<file path="src/rtl/tod_alarm_pkg.sv">
package tod_alarm_pkg;

  localparam int BYTE_W   = 8;
  localparam int SEL_W    = 2;
  localparam int IGN_BIT  = 7;
  localparam int DSEL_BIT = 6;

  // Bits of a byte that take part in a comparison, per field kind
  localparam logic [BYTE_W-1:0] KEEP_SEC  = 8'h7F;
  localparam logic [BYTE_W-1:0] KEEP_MIN  = 8'h7F;
  localparam logic [BYTE_W-1:0] KEEP_HOUR = 8'h3F;
  localparam logic [BYTE_W-1:0] KEEP_MDAY = 8'h3F;
  localparam logic [BYTE_W-1:0] KEEP_WDAY = 8'h0F;

  typedef struct packed {
    logic [BYTE_W-1:0] mday;
    logic [BYTE_W-1:0] wday;
    logic [BYTE_W-1:0] hour;
    logic [BYTE_W-1:0] min;
    logic [BYTE_W-1:0] sec;
  } tod_t;

  typedef enum logic [1:0] {
    FK_SEC     = 2'd0,
    FK_MIN     = 2'd1,
    FK_HOUR    = 2'd2,
    FK_DAYDATE = 2'd3
  } fld_kind_e;

endpackage

</file>
<file path="src/rtl/tod_rst_sync.sv">
module tod_rst_sync #(
  parameter int STAGES = 2
) (
  input  logic clk,
  input  logic rst_n,
  output logic rst_n_sync
);

  logic [STAGES-1:0] pipe_q;
  logic [STAGES-1:0] pipe_d;

  always_comb begin
    pipe_d = {pipe_q[STAGES-2:0], 1'b1};
  end

  always_ff @(posedge clk or negedge rst_n) begin
    if (!rst_n) begin
      pipe_q <= '0;
    end else begin
      pipe_q <= pipe_d;
    end
  end

  assign rst_n_sync = pipe_q[STAGES-1];

endmodule

</file>
<file path="src/rtl/tod_field_cmp.sv">
module tod_field_cmp
  import tod_alarm_pkg::*;
#(
  parameter fld_kind_e KIND = FK_SEC
) (
  input  logic [BYTE_W-1:0] cfg_i,
  input  logic [BYTE_W-1:0] val_a_i,
  input  logic [BYTE_W-1:0] val_b_i,
  output logic              agree_o
);

  logic              use_b;
  logic [BYTE_W-1:0] keep;
  logic [BYTE_W-1:0] val;

  always_comb begin
    use_b = (KIND == FK_DAYDATE) && cfg_i[DSEL_BIT];
    val   = use_b ? val_b_i : val_a_i;
    case (KIND)
      FK_SEC:  keep = KEEP_SEC;
      FK_MIN:  keep = KEEP_MIN;
      FK_HOUR: keep = KEEP_HOUR;
      default: keep = use_b ? KEEP_WDAY : KEEP_MDAY;
    endcase
    agree_o = cfg_i[IGN_BIT] || ((cfg_i & keep) == (val & keep));
  end

endmodule

</file>
<file path="src/rtl/tod_alarm_unit.sv">
module tod_alarm_unit
  import tod_alarm_pkg::*;
#(
  parameter int NFLD    = 4,
  parameter bit HAS_SEC = 1'b1
) (
  input  logic              clk,
  input  logic              rst_n,
  input  logic              tick_i,
  input  tod_t              tod_i,
  input  logic              wr_en_i,
  input  logic [SEL_W-1:0]  wr_sel_i,
  input  logic [BYTE_W-1:0] wr_data_i,
  input  logic              clr_i,
  output logic              hit_o,
  output logic              flag_o
);

  localparam int FLD_OFS = HAS_SEC ? 0 : 1;

  logic [BYTE_W-1:0] cfg_q [NFLD];
  logic [BYTE_W-1:0] cfg_d [NFLD];
  logic              cfg_we;
  logic [NFLD-1:0]   agree;
  logic              sec_ok;
  logic              hit_d, hit_q;
  logic              flag_d, flag_q;

  for (genvar g = 0; g < NFLD; g++) begin : g_fld
    localparam fld_kind_e K = fld_kind_e'(g + FLD_OFS);
    logic [BYTE_W-1:0] val_a;
    always_comb begin
      case (K)
        FK_SEC:  val_a = tod_i.sec;
        FK_MIN:  val_a = tod_i.min;
        FK_HOUR: val_a = tod_i.hour;
        default: val_a = tod_i.mday;
      endcase
    end
    tod_field_cmp #(.KIND(K)) u_cmp (
      .cfg_i   (cfg_q[g]),
      .val_a_i (val_a),
      .val_b_i (tod_i.wday),
      .agree_o (agree[g])
    );
  end

  // next state
  always_comb begin
    cfg_we = 1'b0;
    for (int k = 0; k < NFLD; k++) begin
      cfg_d[k] = cfg_q[k];
      if (wr_en_i && (wr_sel_i == SEL_W'(k))) begin
        cfg_d[k] = wr_data_i;
        cfg_we   = 1'b1;
      end
    end
    sec_ok = HAS_SEC ? 1'b1 : ((tod_i.sec & KEEP_SEC) == '0);
    hit_d  = tick_i && sec_ok && (&agree);
    flag_d = hit_d || (flag_q && !clr_i);
  end

  // registers
  always_ff @(posedge clk or negedge rst_n) begin
    if (!rst_n) begin
      for (int k = 0; k < NFLD; k++) cfg_q[k] <= '0;
    end else if (cfg_we) begin
      for (int k = 0; k < NFLD; k++) cfg_q[k] <= cfg_d[k];
    end
  end

  always_ff @(posedge clk or negedge rst_n) begin
    if (!rst_n) begin
      hit_q  <= 1'b0;
      flag_q <= 1'b0;
    end else begin
      hit_q  <= hit_d;
      flag_q <= flag_d;
    end
  end

  assign hit_o  = hit_q;
  assign flag_o = flag_q;

endmodule

</file>
<file path="src/rtl/tod_alarm_match.sv">
module tod_alarm_match
  import tod_alarm_pkg::*;
#(
  parameter int SYNC_STAGES = 2,
  parameter int A1_FIELDS   = 4,
  parameter int A2_FIELDS   = 3
) (
  input  logic              clk,
  input  logic              rst_n,
  input  logic              tick,
  input  logic [BYTE_W-1:0] cur_sec,
  input  logic [BYTE_W-1:0] cur_min,
  input  logic [BYTE_W-1:0] cur_hour,
  input  logic [BYTE_W-1:0] cur_wday,
  input  logic [BYTE_W-1:0] cur_mday,
  input  logic              a1_wr_en,
  input  logic [SEL_W-1:0]  a1_wr_sel,
  input  logic [BYTE_W-1:0] a1_wr_data,
  input  logic              a2_wr_en,
  input  logic [SEL_W-1:0]  a2_wr_sel,
  input  logic [BYTE_W-1:0] a2_wr_data,
  input  logic              flag_wr_en,
  input  logic [1:0]        flag_wr_data,
  output logic              a1_hit,
  output logic              a2_hit,
  output logic              a1_flag,
  output logic              a2_flag
);

  logic rst_n_s;
  tod_t tod;
  logic [1:0] clr;

  tod_rst_sync #(.STAGES(SYNC_STAGES)) u_rst (
    .clk        (clk),
    .rst_n      (rst_n),
    .rst_n_sync (rst_n_s)
  );

  always_comb begin
    tod.sec  = cur_sec;
    tod.min  = cur_min;
    tod.hour = cur_hour;
    tod.wday = cur_wday;
    tod.mday = cur_mday;
    clr      = {2{flag_wr_en}} & ~flag_wr_data;
  end

  tod_alarm_unit #(.NFLD(A1_FIELDS), .HAS_SEC(1'b1)) u_al1 (
    .clk       (clk),
    .rst_n     (rst_n_s),
    .tick_i    (tick),
    .tod_i     (tod),
    .wr_en_i   (a1_wr_en),
    .wr_sel_i  (a1_wr_sel),
    .wr_data_i (a1_wr_data),
    .clr_i     (clr[0]),
    .hit_o     (a1_hit),
    .flag_o    (a1_flag)
  );

  tod_alarm_unit #(.NFLD(A2_FIELDS), .HAS_SEC(1'b0)) u_al2 (
    .clk       (clk),
    .rst_n     (rst_n_s),
    .tick_i    (tick),
    .tod_i     (tod),
    .wr_en_i   (a2_wr_en),
    .wr_sel_i  (a2_wr_sel),
    .wr_data_i (a2_wr_data),
    .clr_i     (clr[1]),
    .hit_o     (a2_hit),
    .flag_o    (a2_flag)
  );

endmodule

</file>
<file path="config.mk">
export PLATFORM = sky130hd
export DESIGN_NAME = tod_alarm_match
export DESIGN_NICKNAME = d
export VERILOG_FILES = /design/src/rtl/tod_alarm_pkg.sv /design/src/rtl/tod_rst_sync.sv /design/src/rtl/tod_field_cmp.sv /design/src/rtl/tod_alarm_unit.sv /design/src/rtl/tod_alarm_match.sv
export SDC_FILE = /design/constraint.sdc
export NUM_CORES = 1
export LEC_CHECK = 0
export ABC_AREA = 1
export BUFFER_PORTS_ARGS = -buffer_cell sky130_fd_sc_hd__buf_2
export CAP_MARGIN = 5
export CORE_MARGIN = 8
export CORE_UTILIZATION = 58
export CTS_BUF_LIST = sky130_fd_sc_hd__clkbuf_4 sky130_fd_sc_hd__clkbuf_8
export DETAILED_ROUTE_END_ITERATION = 10
export PLACE_DENSITY_LB_ADDON = 0.15
export SYNTH_ARGS = -nofsm -noshare
export SYNTH_HDL_FRONTEND = slang
export SYNTH_HIERARCHICAL = 1
export SYNTH_SLANG_ARGS = --single-unit
</file>
<file path="constraint.sdc">
create_clock -name clk -period 2 [get_ports clk]
set_input_delay 0.3 -clock clk [delete_from_list [all_inputs] [get_ports clk]]
set_output_delay 0.3 -clock clk [all_outputs]
set_load 0.02 [all_outputs]
</file>
==> impl_metrics.csv, run 1 <==
group,metric,value,unit
run_status,status,"complete, no violations",
cts,clock_tree.htree_level_count,3,
setup_path,setup.worst_path.start,"u_al2/cfg_q[6]$_DFFE_PN0P_",
flow_run,maxCapViolCount,0,
floorplan,dieWidth,95.5,um
setup_path,crit_end,"u_al2/flag_o$_DFF_PN0_",
setup_path,slowest_delay,0.45,ns
route,drc,0,
setup_path,rr_startpoint,"u_al2/cfg_q[6]$_DFFE_PN0P_",
setup_path,r2r_slack,0.45,ns
floorplan,coreArea,6240,um^2
setup_path,critPathArrivalTime,1.82,ns
timing,fmax,647,MHz
timing,period_share,77.3,%
floorplan,num_rows,29,
placement,place_area,3970,um^2
cts,clk_path_buf_depth,2,
setup_path,crit_fanout,7,
timing,finalHoldViolations,0,
timing,tightest_slew,0.670,ns
route,firstDrtPassIters,4,
setup_path,path_buf_inv,1,
yosys,syn-cell-area,3670,um^2
floorplan,die_area,9120,um^2
grt,grt_max_degree,59,
route,antenna_left,0,
placement,portBuffers,61,
cts,post-cts-setup-buffers,0,
setup_path,required,2.28,ns
grt,grt_pass1_vias,3259,
pwr,power.leakage,2.57,nW
finish,drive_gt1_share,17.0,%
route,vias_per_cell,4.84,
grt,gr-total-overflow,0,
placement,dp_hpwl,6330,um
setup_path,worstSetupPathDepth,11,
floorplan,die_y,95.5,um
setup_path,worst-r2r-cell-count,11,
timing,final-setup-viol-count,0,
yosys,avgSynthCellArea,6.83,um^2
setup_path,startpoint_type,"flip-flop",
pwr,pwr_density_cell,813,nW/um^2
cts,cts_num_sinks,60,
route,drt_wl_total,8480,um
cts,cts_root_buffer,"clkbuf_8",
min_path,hold_path_class,"in -> reg",
pwr,ir_drop,0.000473,V
cts,cts_buffers,9,
setup_path,path_delay_family,"simple AND/OR/NAND/NOR gates",
finish,antennaDiodeCount,0,
setup_path,path_cells,"inv_2, nand2_1, nand2_1, nand2_1, nand2_1, nand3_1, o21ai_1, nand2_1, nor2_1, nand3_1, nand2_1",
cts,hold_buffers,1,
yosys,synth_fp_nets,605,
yosys,netlist_instances,537,
yosys,yosysWarnings,6,
finish,area_delta_synth_final,14.2,%
floorplan,io_pins,72,
grt,grt_pass1_wl,14200,um
grt,track_usage,20.0,%
setup_path,crit_path_top_delay_cell,"dfrtp_1",
cts,cts_resized,0,
setup_path,r2r-end,"u_al2/flag_o$_DFF_PN0_",
finish,nets,668,
setup_path,cp-end-kind,"flip-flop",
cts,clk_pin_slew,0.06,ns
timing,maxSlewViolCount,0,
floorplan,start_util,58.8,%
setup_path,crit_top_cell,"nand2_1",
cts,cts_tree,"done",
placement,place_congestion,0.810,
route,wl_per_cell,12.4,um
route,drt_iter0_drc,148,
cts,clk_latency,0.34,ns
timing,slew_headroom,55.3,%
timing,fin_crit,1.55,ns
grt,antenna_found_initial,0,
timing,tns,0,ns
finish,design_area,4190,um^2
route,vias,3303,
setup_path,crit_type,"reg -> reg",
timing,fin_skew,0.00510,ns
timing,grt_setup_unrepaired,"false",
-- power breakdown --
part	switching (W)	internal (W)
logic	0.000442	0.000295
registers	0.000147	0.00139
clock network	0.000475	0.000653
total	0.00106	0.00234
-- metal layers --
| layer | global-route usage, % | up-vias | wire length [um] |
|---|---|---|---|
| met4 | 10.2 | 0 | 65 |
| met3 | 3.46 | 6 | 422 |
| met5 | 0 | - | 0 |
| met2 | 33.4 | 67 | 4260 |
| li1 | - | 1736 | - |
| met1 | 24.4 | 1494 | 3730 |
-- registers in the layout, indices dropped and copies added (netlist names) --
name          cells
u_al1/cfg_q      31
u_al1/flag_o      1
u_al1/hit_o       1
u_al2/cfg_q      23
u_al2/flag_o      1
u_al2/hit_o       1
u_rst/pipe_q      2
-- layout make-up --
class	count	area [um^2]
Clock buffer	12	159
Multi-Input combinational cell	358	1610
Inverter	108	433
Fill cell	585	2050
Timing Repair Buffer	63	335
Sequential cell	60	1500
Clock inverter	4	47.5
Tap cell	77	96.3
-- tightest hold or removal path, delay by kind of cell --
kind / cells / cell delay, ns
buffers and inverters: 1 / 0.10
AND/OR/NAND/NOR: 2 / 0.13
-- how the worst min path moves through the flow --
| stage | from | endpoint | cells past startpoint |
|---|---|---|---|
| floorplan | rst_n | u_rst/pipe_q[0]$_DFF_PN0_ | 0 |
| global placement | rst_n | u_rst/pipe_q[0]$_DFF_PN0_ | 1 |
| detailed placement | rst_n | u_rst/pipe_q[0]$_DFF_PN0_ | 1 |
| CTS | tick | u_al1/hit_o$_DFF_PN0_ | 3 |
| global route | tick | u_al1/hit_o$_DFF_PN0_ | 3 |
| finish | tick | u_al1/hit_o$_DFF_PN0_ | 3 |
-- layout by cell type, fill, tap and decap left out, drive strengths merged --
cell and n:
buf 62, bufinv 3, clkbuf 12, clkinv 2
clkinvlp 1, conb 1, dfrtp 60, dlygate4sd3 1
inv 106, nand2 253, nand3 28, nand4 23
nor2 21, o21ai 26, xnor2 3, xor2 3
-- through the flow --
step	total power [W]	utilization, %	cells	setup slack, ns	hold WS, ns
finish	0.00340	67.1	682	0.455	0.227
global route	0.00363	67.1	682	0.296	0.234
CTS	0.00343	67.1	682	0.430	0.214
detailed placement	0.00229	63.6	665	0.443	0.0864
global placement	0.00225	63.6	665	0.494	0.0845
floorplan	0.00208	-	537	0.206	0.00441
Power figures use the tool's default switching activity.
==> run 2: changes to the inputs <==
--- a/config.mk
+++ b/config.mk
@@ -9,7 +9,7 @@
 export BUFFER_PORTS_ARGS = -buffer_cell sky130_fd_sc_hd__buf_2
 export CAP_MARGIN = 5
 export CORE_MARGIN = 8
-export CORE_UTILIZATION = 58
+export CORE_UTILIZATION = 52
 export CTS_BUF_LIST = sky130_fd_sc_hd__clkbuf_4 sky130_fd_sc_hd__clkbuf_8
 export DETAILED_ROUTE_END_ITERATION = 10
 export PLACE_DENSITY_LB_ADDON = 0.15
==> constraint.sdc (replaced) <==
create_clock -name clk -period 1.3 [get_ports clk]
set_input_delay 0.195 -clock clk [delete_from_list [all_inputs] [get_ports clk]]
set_output_delay 0.195 -clock clk [all_outputs]
set_load 0.02 [all_outputs]
==> run 2 against run 1 <==
The flow now finishes with violations (negative setup slack); worst setup slack worse by 0.62 ns; global-route usage is 2.4 points lower; worst hold slack worse by 0.10 ns; die area is 9.6% higher; via count is 0.48% higher; utilization is 3.8 points lower; final cell count is 3.8% higher; non-clock buffer count is 8 higher; first-iteration DRC count is 3.4% higher; clock skew hardly changed; critical path type unchanged; largest power group unchanged.
==> impl_metrics.csv, run 2 (synthesis gave the netlist of run 1 again) <==
group,metric,value,unit
run_status,status,"finished with violations",
run_status,violations,"negative setup slack",
finish,fin_cells,708,
setup_path,path_delay_family,"simple AND/OR/NAND/NOR gates",
floorplan,num_rows,30,
route,vias_per_cell,4.69,
finish,design_area,4300,um^2
floorplan,coreArea,6790,um^2
route,vias,3319,
setup_path,cp-end-kind,"flip-flop",
timing,fin_skew,0.00528,ns
cts,cts_buffers,9,
finish,drive_gt1_share,20.1,%
grt,grt_max_degree,59,
setup_path,slowest_delay,0.43,ns
finish,antennaDiodeCount,0,
setup_path,critPathArrivalTime,1.74,ns
setup_path,required,1.58,ns
placement,place_area,4050,um^2
placement,dp_hpwl,6470,um
min_path,hold_path_class,"in -> reg",
placement,place_inst,690,
timing,grt_setup_unrepaired,"true",
setup_path,r2r-end,"u_al2/flag_o$_DFF_PN0_",
timing,period_share,112,%
route,firstDrtPassIters,4,
setup_path,startpoint_type,"flip-flop",
setup_path,path_buf_inv,3,
min_path,hold_end,"u_al1/hit_o$_DFF_PN0_",
floorplan,start_util,54.0,%
route,drt_iter0_drc,153,
finish,most-common-layout-cells,"241 x nand2_1, 103 x inv_1, 61 x buf_2",
route,wl_per_cell,11.9,um
grt,antenna_found_initial,0,
setup_path,crit_fanout,6,
placement,place_congestion,0.874,
timing,whs,0.126,ns
floorplan,die_area,10000,um^2
setup_path,worst-r2r-cell-count,10,
setup_path,rr_startpoint,"u_al2/cfg_q[6]$_DFFE_PN0P_",
floorplan,die_y,100,um
cts,cts_root_buffer,"clkbuf_8",
timing,fin_crit,1.46,ns
cts,cts_tree,"done",
setup_path,path_cells,"inv_4, buf_4, buf_4, nand2_1, nand3_1, o21ai_2, nand2_1, nor2_1, nand3_1, nand2_1",
min_path,min_path_cells,3,
grt,grt_pass1_vias,3148,
grt,gr-total-overflow,0,
setup_path,r2r_slack,-0.16,ns
pwr,ir_drop,0.000673,V
route,drc,0,
timing,fin_ws,-0.161,ns
finish,layout_commonest_cell,"nand2_1",
timing,maxSlewViolCount,0,
timing,finalHoldViolations,0,
finish,largest-register,"u_al1/cfg_q",
timing,final-setup-viol-count,2,
floorplan,dieWidth,100,um
placement,portBuffers,61,
flow_run,maxCapViolCount,0,
setup_path,crit_path_top_delay_cell,"dfrtp_2",
finish,area_delta_synth_final,17.2,%
grt,track_usage,17.7,%
finish,nets,676,
cts,clock_tree.htree_level_count,3,
cts,clk_latency,0.34,ns
finish,reg.largest.list,"u_al1/cfg_q x31, u_al2/cfg_q x23, u_rst/pipe_q x2",
timing,fmax,684,MHz
setup_path,crit_top_cell,"nand2_1",
finish,largest_register_ff_count,31,
setup_path,crit_type,"reg -> reg",
cts,clk_pin_slew,0.06,ns
grt,grt_pass1_wl,14000,um
route,drt_wl_total,8450,um
pwr,power,0.00511,W
cts,clk_path_buf_depth,2,
route,antenna_left,0,
pwr,power.leakage,2.61,nW
min_path,hp-start,"tick",
cts,cts_num_sinks,60,
pwr,pwr_density_cell,1190,nW/um^2
floorplan,io_pins,72,
finish,fin_util,63.3,%
run 2: worst register-to-register path, cell delays in order, from the launching register on:
cell and delay [ns]:
dfrtp_2 0.43, inv_4 0.07, buf_4 0.13, buf_4 0.12
nand2_1 0.05, nand3_1 0.07, o21ai_2 0.16, nand2_1 0.09
nor2_1 0.10, nand3_1 0.12, nand2_1 0.08
run 2: stage by stage:
step | worst slack [ns] | setup TNS [ns]
final | -0.161 | -0.316
after global routing | -0.269 | -0.686
after CTS | -0.150 | -0.294
after detailed placement | -0.250 | -0.643
after global placement | -0.164 | -0.382
after floorplan | 0.0676 | 0
run 2: layout make-up:
cell class	instances	area, um^2
well taps	96	120
repair buffers	71	412
flip-flops and latches	60	1510
clock inverters	2	10.0
multi-input cells	358	1650
clock buffers	13	166
inverters	108	438
fillers	646	2490
run 2: how the worst max path moves through the flow:
| stage | startpoint | slack [ns] | depth (start not counted) | end |
|---|---|---|---|---|
| after CTS | u_al2/cfg_q[6]$_DFFE_PN0P_ | -0.15 | 11 | u_al2/flag_o$_DFF_PN0_ |
| after global placement | u_al2/cfg_q[6]$_DFFE_PN0P_ | -0.16 | 11 | u_al2/flag_o$_DFF_PN0_ |
| after global routing | u_al2/cfg_q[6]$_DFFE_PN0P_ | -0.27 | 11 | u_al2/flag_o$_DFF_PN0_ |
| final | u_al2/cfg_q[6]$_DFFE_PN0P_ | -0.16 | 10 | u_al2/flag_o$_DFF_PN0_ |
| after detailed placement | u_al2/cfg_q[6]$_DFFE_PN0P_ | -0.25 | 11 | u_al2/flag_o$_DFF_PN0_ |
| after floorplan | u_al2/cfg_q[6]$_DFFE_PN0P_ | 0.07 | 11 | u_al2/flag_o$_DFF_PN0_ |
run 2: where the power goes:
part           leakage [nW]  switching (W)  internal (W)
Clock                0.0961       0.000708      0.000822
Combinational          1.76       0.000710      0.000509
Sequential            0.750       0.000218       0.00214
run 2: what timing repair did:
action                                  in CTS  in global routing
hold buffers                                 1                  0
resized for setup                           12                  5
pin swaps                                    4                  4
setup buffers                                1                  1
hold endpoints to repair                     2                  0
endpoints found under the setup margin       4                  4
run 2: metal layers:
metal	GRT usage, %	share of wire [%]	up-vias
li1	-	-	1748
met1	21.7	45	1509
met2	29.5	48	53
met3	4.57	5.3	9
met4	5.70	0.97	0
met5	0	0	-
